### src/rtl/cfgrb_pkg.sv
package cfgrb_pkg;
  localparam int A_MODE   = 'h00;
  localparam int A_MEMCFG = 'h01;
  localparam int A_STAT   = 'h02;
  localparam int A_IDENT  = 'h03;
  localparam int A_ONCE   = 'h04;
  localparam int A_DUAL   = 'h05;
  localparam int A_PROT   = 'h11;
  localparam int A_TIM0   = 'h18;
  localparam int PROT_BIT = 7;
  localparam int MODE_BIT = 0;
  localparam int LOCK_BIT = 2;
  localparam int FAST_BIT = 2;
endpackage

### src/rtl/cfgrb_mode.sv
module cfgrb_mode (
  input  logic clk,
  input  logic rst_n,
  input  logic wr,
  input  logic wmode,
  input  logic wlock,
  output logic mode_q,
  output logic lock_q
);
  always_ff @(posedge clk) begin
    if (!rst_n) begin
      mode_q <= 1'b0;
      lock_q <= 1'b0;
    end else if (wr && !lock_q) begin
      mode_q <= wmode;
      lock_q <= wlock;
    end
  end

  // once locked, the mode and the lock never move
  a_r4_lock_freeze: assert property (@(posedge clk) disable iff (!rst_n)
    lock_q |=> (lock_q && $stable(mode_q)));
endmodule

### src/rtl/cfgrb_status.sv
module cfgrb_status #(
  parameter int NSTAT = 8
) (
  input  logic             clk,
  input  logic             rst_n,
  input  logic             clr_wr,
  input  logic [NSTAT-1:0] clr_bits,
  input  logic [NSTAT-1:0] set,
  output logic [NSTAT-1:0] stat_q
);
  logic [NSTAT-1:0] clr_mask;
  assign clr_mask = clr_wr ? clr_bits : '0;

  always_ff @(posedge clk) begin
    if (!rst_n) stat_q <= '0;
    else        stat_q <= (stat_q & ~clr_mask) | set;
  end

  // an event always leaves its bit set, even against a clear
  a_r5_set_wins: assert property (@(posedge clk) disable iff (!rst_n)
    (set != '0) |=> ((stat_q & $past(set)) == $past(set)));
endmodule

### src/rtl/cfgrb_timing.sv
module cfgrb_timing #(
  parameter int NTIM  = 8,
  parameter int TW    = 8,
  localparam int IDX_W = (NTIM > 1) ? $clog2(NTIM) : 1
) (
  input  logic                 clk,
  input  logic                 rst_n,
  input  logic                 wr,
  input  logic [IDX_W-1:0]     idx,
  input  logic [TW-1:0]        wdat,
  input  logic                 prot,
  output logic [NTIM-1:0][TW-1:0] tim_q
);
  for (genvar g = 0; g < NTIM; g++) begin : g_tim
    always_ff @(posedge clk) begin
      if (!rst_n) tim_q[g] <= '0;
      else if (wr && !prot && (idx == IDX_W'(g))) tim_q[g] <= wdat;
    end
  end

  // a protected group does not change on a write
  a_r10_protect: assert property (@(posedge clk) disable iff (!rst_n)
    (wr && prot) |=> $stable(tim_q));
endmodule

### src/rtl/cfg_regbank.sv
module cfg_regbank
  import cfgrb_pkg::*;
#(
  parameter int          ADDR_W = 6,
  parameter int          DATA_W = 32,
  parameter int          NSTAT  = 8,
  parameter int          NTIM   = 8,
  parameter int          LVL_W  = 8,
  parameter logic [31:0] DEV_ID = 32'hC0DE_1234
) (
  input  logic              clk,
  input  logic              rst_n,
  input  logic [ADDR_W-1:0] addr,
  input  logic [DATA_W-1:0] wdata,
  input  logic              wen,
  input  logic [DATA_W/8-1:0] be,
  input  logic              ren,
  output logic [DATA_W-1:0] rdata,
  input  logic [NSTAT-1:0]  hw_event,
  input  logic [LVL_W-1:0]  hw_level,
  output logic              int_gfx_active,
  output logic              ext_port_active,
  output logic              mem_fast,
  output logic [7:0]        cmd_out
);
  localparam int LANES = DATA_W / 8;
  localparam int IDX_W = (NTIM > 1) ? $clog2(NTIM) : 1;

  logic [DATA_W-1:0] bmask;
  for (genvar g = 0; g < LANES; g++) begin : g_mask
    assign bmask[8*g +: 8] = {8{be[g]}};
  end

  logic hit_mode, hit_mcfg, hit_stat, hit_id, hit_once, hit_dual, hit_prot, hit_tim;
  assign hit_mode = (addr == ADDR_W'(A_MODE));
  assign hit_mcfg = (addr == ADDR_W'(A_MEMCFG));
  assign hit_stat = (addr == ADDR_W'(A_STAT));
  assign hit_id   = (addr == ADDR_W'(A_IDENT));
  assign hit_once = (addr == ADDR_W'(A_ONCE));
  assign hit_dual = (addr == ADDR_W'(A_DUAL));
  assign hit_prot = (addr == ADDR_W'(A_PROT));
  assign hit_tim  = (addr >= ADDR_W'(A_TIM0)) && (addr < ADDR_W'(A_TIM0 + NTIM));

  logic [IDX_W-1:0] tim_idx;
  assign tim_idx = IDX_W'(addr - ADDR_W'(A_TIM0));

  // Mode / lock
  logic mode_q, lock_q;
  cfgrb_mode u_mode (
    .clk(clk), .rst_n(rst_n),
    .wr(wen && hit_mode && be[0]),
    .wmode(wdata[MODE_BIT]), .wlock(wdata[LOCK_BIT]),
    .mode_q(mode_q), .lock_q(lock_q)
  );
  assign int_gfx_active  = mode_q;
  assign ext_port_active = ~mode_q;

  // Status, write-one-to-clear
  logic [NSTAT-1:0] stat_q;
  cfgrb_status #(.NSTAT(NSTAT)) u_stat (
    .clk(clk), .rst_n(rst_n),
    .clr_wr(wen && hit_stat),
    .clr_bits(wdata[NSTAT-1:0] & bmask[NSTAT-1:0]),
    .set(hw_event), .stat_q(stat_q)
  );

  // Display timing group with protection
  logic [7:0] prot_q;
  logic [NTIM-1:0][7:0] tim_q;
  cfgrb_timing #(.NTIM(NTIM), .TW(8)) u_tim (
    .clk(clk), .rst_n(rst_n),
    .wr(wen && hit_tim && be[0]),
    .idx(tim_idx), .wdat(wdata[7:0]),
    .prot(prot_q[PROT_BIT]), .tim_q(tim_q)
  );

  // Plain registers
  logic [7:0]        mcfg_q;
  logic [7:0]        cmd_q;
  logic [DATA_W-1:0] once_q;
  logic              once_done;

  always_ff @(posedge clk) begin
    if (!rst_n) begin
      mcfg_q    <= '0;
      prot_q    <= '0;
      cmd_q     <= '0;
      once_q    <= '0;
      once_done <= 1'b0;
    end else if (wen) begin
      if (hit_mcfg && be[0]) mcfg_q <= wdata[7:0];
      if (hit_prot && be[0]) prot_q <= wdata[7:0];
      if (hit_dual && be[0]) cmd_q  <= wdata[7:0];
      if (hit_once && !once_done && (be != '0)) begin
        once_q    <= (once_q & ~bmask) | (wdata & bmask);
        once_done <= 1'b1;
      end
    end
  end

  assign mem_fast = mcfg_q[FAST_BIT];
  assign cmd_out  = cmd_q;

  // Read path
  logic [DATA_W-1:0] rd_mux;
  always_comb begin
    rd_mux = '0;
    if (hit_mode) begin
      rd_mux[MODE_BIT] = mode_q;
      rd_mux[LOCK_BIT] = lock_q;
    end
    else if (hit_mcfg) rd_mux[7:0]       = mcfg_q;
    else if (hit_stat) rd_mux[NSTAT-1:0] = stat_q;
    else if (hit_id)   rd_mux            = DATA_W'(DEV_ID);
    else if (hit_once) rd_mux            = once_q;
    else if (hit_dual) rd_mux[LVL_W-1:0] = hw_level;
    else if (hit_prot) rd_mux[7:0]       = prot_q;
    else if (hit_tim)  rd_mux[7:0]       = tim_q[tim_idx];
  end

  always_ff @(posedge clk) begin
    if (!rst_n)   rdata <= '0;
    else if (ren) rdata <= rd_mux;
  end

  // write-once content is frozen after the first write
  a_r6_once_frozen: assert property (@(posedge clk) disable iff (!rst_n)
    ($past(once_done) && once_done) |-> $stable(once_q));

  // a read alone never touches the command register
  a_r8_read_no_cmd: assert property (@(posedge clk) disable iff (!rst_n)
    (ren && !wen) |=> $stable(cmd_out));

  // read data holds while no read is issued
  a_r2_rdata_hold: assert property (@(posedge clk) disable iff (!rst_n)
    !ren |=> $stable(rdata));
endmodule

### config.mk
export PLATFORM = sky130hd
export DESIGN_NAME = cfg_regbank
export DESIGN_NICKNAME = d
export VERILOG_FILES = /design/src/rtl/cfgrb_pkg.sv /design/src/rtl/cfgrb_mode.sv /design/src/rtl/cfgrb_status.sv /design/src/rtl/cfgrb_timing.sv /design/src/rtl/cfg_regbank.sv
export SDC_FILE = /design/constraint.sdc
export NUM_CORES = 1
export LEC_CHECK = 0
export BUFFER_PORTS_ARGS = -buffer_cell sky130_fd_sc_hd__buf_2
export CORE_MARGIN = 1
export CORE_UTILIZATION = 32
export DETAILED_ROUTE_END_ITERATION = 6
export GPL_TIMING_DRIVEN = 0
export SLEW_MARGIN = 20
export SYNTH_ARGS = -nofsm -noshare
export SYNTH_HDL_FRONTEND = slang
export SYNTH_HIERARCHICAL = 1
export SYNTH_SLANG_ARGS = --single-unit
### constraint.sdc
create_clock -name clk -period 3.9 [get_ports clk]
set_input_delay 0.195 -clock clk [delete_from_list [all_inputs] [get_ports clk]]
set_output_delay 0.195 -clock clk [all_outputs]
set_load 0.05 [all_outputs]
==> results.cfg <==
[run]
maxCapViolations = 0

[detailed_routing]
vias = 6268
initialDrtViolationCount = 458
viasPerCell = 5.108
drt_wl_total_um = 22340
drc_errors = 0
firstDrtPassIters = 5
wl_per_cell_um = 18.21
final_antenna_net_count = 0

[floorplan]
fp.dieW_um = 154.2
coreArea_um2 = 22640
io_pins = 105
initial_core_util = 0.3272
die-height_um = 154.2
fp-row-count = 55
die-area_um2 = 23760

[yosys]
syn_nets = 873
ys_async_sr_fraction = 0
synth_edf_count = 0
yosysWarnings = 6
netlist_area_um2 = 7408
ys.flop_type = dfxtp_1
synth.distinct_cells = 55
syn_inst = 811
ys_ff_latch = 163
syn_avg_cell_area_um2 = 9.135
ys_seq_area_frac = 0.4405

[worst_setup_path]
crit_path_start_kind = input pin
r2r_start = u_tim/tim_q[25]
cp.required_ns = 4.23
crit_path_max_fanout = 10
worst_ep_arrival_time_ns = 2.30
end_kind = flop
critPathLaunch = addr[1]
path_class = input pin to flop

[cts]
cts_resized = 0
cts_max_level = 4
cts.sinks = 163
clock_latency_ns = 0.44
cts_root_buf = clkbuf_16
clk_pin_slew_ns = 0.07
cts_hold_buf = 0
cts_post_setup_buffers_inserted = 0
cts.path.max_buffers = 2
cts_buffers = 17
cts_tree = built

[final_layout]
fin_util = 0.3902
fillers = 2297
final_cells = 1227
mostFrequentLayoutCell = dfxtp_1
fin_nets = 991
diodes = 0
drive_above_1_share = 0.1858
syn2layout_area_growth_pct = 19.25
layout_common_cells = 163 x dfxtp_1, 135 x nand2_1, 111 x buf_2

[global_routing]
grt_pass1_wl_um = 34230
gr-total-overflow = 0
grt_pass1_vias = 5990
antenna_found_initial = 0
grt_usage = 0.1913
grt_max_degree = 17

[place]
io_buffers = 99
placedCellCount = 1195
gp_congestion = 0.8796
dp_hpwl_um = 16200
detailedPlace.worstSlack_ns = 1.518

[timing]
min_period_ns = 1.970
timing.final.max_slew_violations = 0
rsz0062_at_grt = false
setup_ws_ns = 1.930
fin_setup_tns_ns = 0
finClkSkew_ns = 0.009368
worst_slew_margin_rel = 0.5586
post-route-period-util = 0.5051
finalHoldViolCount = 0
timing.fmax_mhz = 507.6
setup_viol = 0
worst_pin_slew_ns = 0.6572

[power]
total_leakage_power_uw = 0.003430
ir_drop_uv = 325.5
power_density_nw_per_um2 = 406.3

[min_path]
min_path_type = input pin to flop
min_from = wdata[20]

[outcome]
status = complete, no violations
cell usage after synthesis (2+ instances only):
master / number / area (µm²)
a21boi_1: 5 / 37.54
buf_2: 12 / 60.06
nand3_1: 52 / 260.3
buf_6: 6 / 67.56
mux2i_1: 101 / 1011
a21boi_0: 49 / 367.9
a22o_1: 2 / 17.52
o21a_1: 4 / 30.03
o21ai_0: 30 / 150.1
nand2b_1: 20 / 125.1
buf_4: 4 / 30.03
a221oi_1: 3 / 26.28
o211ai_1: 6 / 45.04
a22oi_1: 4 / 30.03
nor2_2: 2 / 12.51
clkbuf_1: 33 / 123.9
mux4_2: 8 / 180.2
nand4_1: 2 / 12.51
a31oi_1: 8 / 50.05
a21oi_1: 27 / 135.1
and3_1: 4 / 25.02
nor2_1: 15 / 56.30
dfxtp_1: 163 / 3263
nor4_4: 2 / 42.54
nor3_1: 3 / 15.01
and4_1: 3 / 26.28
and2_1: 19 / 118.9
nand3b_1: 4 / 30.03
nor4_1: 2 / 12.51
o22ai_1: 13 / 81.33
inv_1: 25 / 93.84
nand2_1: 135 / 506.7
nor2b_1: 23 / 143.9
cells by family (layout without fill, tap and decap cells):
logic type,count (synthesis),after routing,synth area share
compound gates,162,162,0.1449
mux,109,109,0.1608
simple gates,296,296,0.2025
buf+inv,81,212,0.05134
flops,163,163,0.4405
layout make-up:
type | instances | area (µm²) | share of cell area
multi-input cells | 567 | 3765 | 0.4261
flip-flops and latches | 163 | 3263 | 0.3694
repair buffers | 99 | 495.5 | 0.05608
clock buffers | 17 | 425.4 | 0.04815
well taps | 285 | 356.6 | 0.04036
plain buffers | 56 | 286.5 | 0.03243
clock inverters | 15 | 148.9 | 0.01685
inverters | 25 | 93.84 | 0.01062
where the power goes:
group / leakage, µW / internal (µW) / switching (µW)
sequential: 0.00132 / 1680 / 7.35
clock: 0.000277 / 896 / 762
combinational: 0.00184 / 82.5 / 167
routing by layer:
layer / share of wire / GRT usage / wire, µm
met5: 0 / 0 / 0
met1: 0.46 / 0.2542 / 10270
met4: 0.026 / 0.06905 / 577
met2: 0.45 / 0.3043 / 10140
met3: 0.061 / 0.04115 / 1361
through the flow:
step	power (µW)	hold WS, ns	area (µm²)
after floorplan	1857	0.3232	7408
after global placement	1968	0.4417	8260
after detailed placement	1968	0.4473	8260
after CTS	3612	0.005004	8835
after global routing	3705	0.01150	8835
final	3590	0.01164	8835
path summary, 6_finish.rpt:
kind,to,slack (ns),cells after the start
setup / recovery,rdata[0],1.93,9
hold / removal,flop,0.01,3
setup reg to reg,rdata[1],2.15,5
hold reg to reg,flop,0.46,2
worst max-delay path, cell delays in order:
cell and delay, ns:
buf_2 0.15, clkbuf_1 0.29, buf_2 0.37, buf_2 0.34, mux2i_1 0.32, a21oi_1 0.12, nand3_1 0.18, nand4_1 0.12
o21ba_2 0.22
Note: power is estimated with default switching activity, not from simulation.
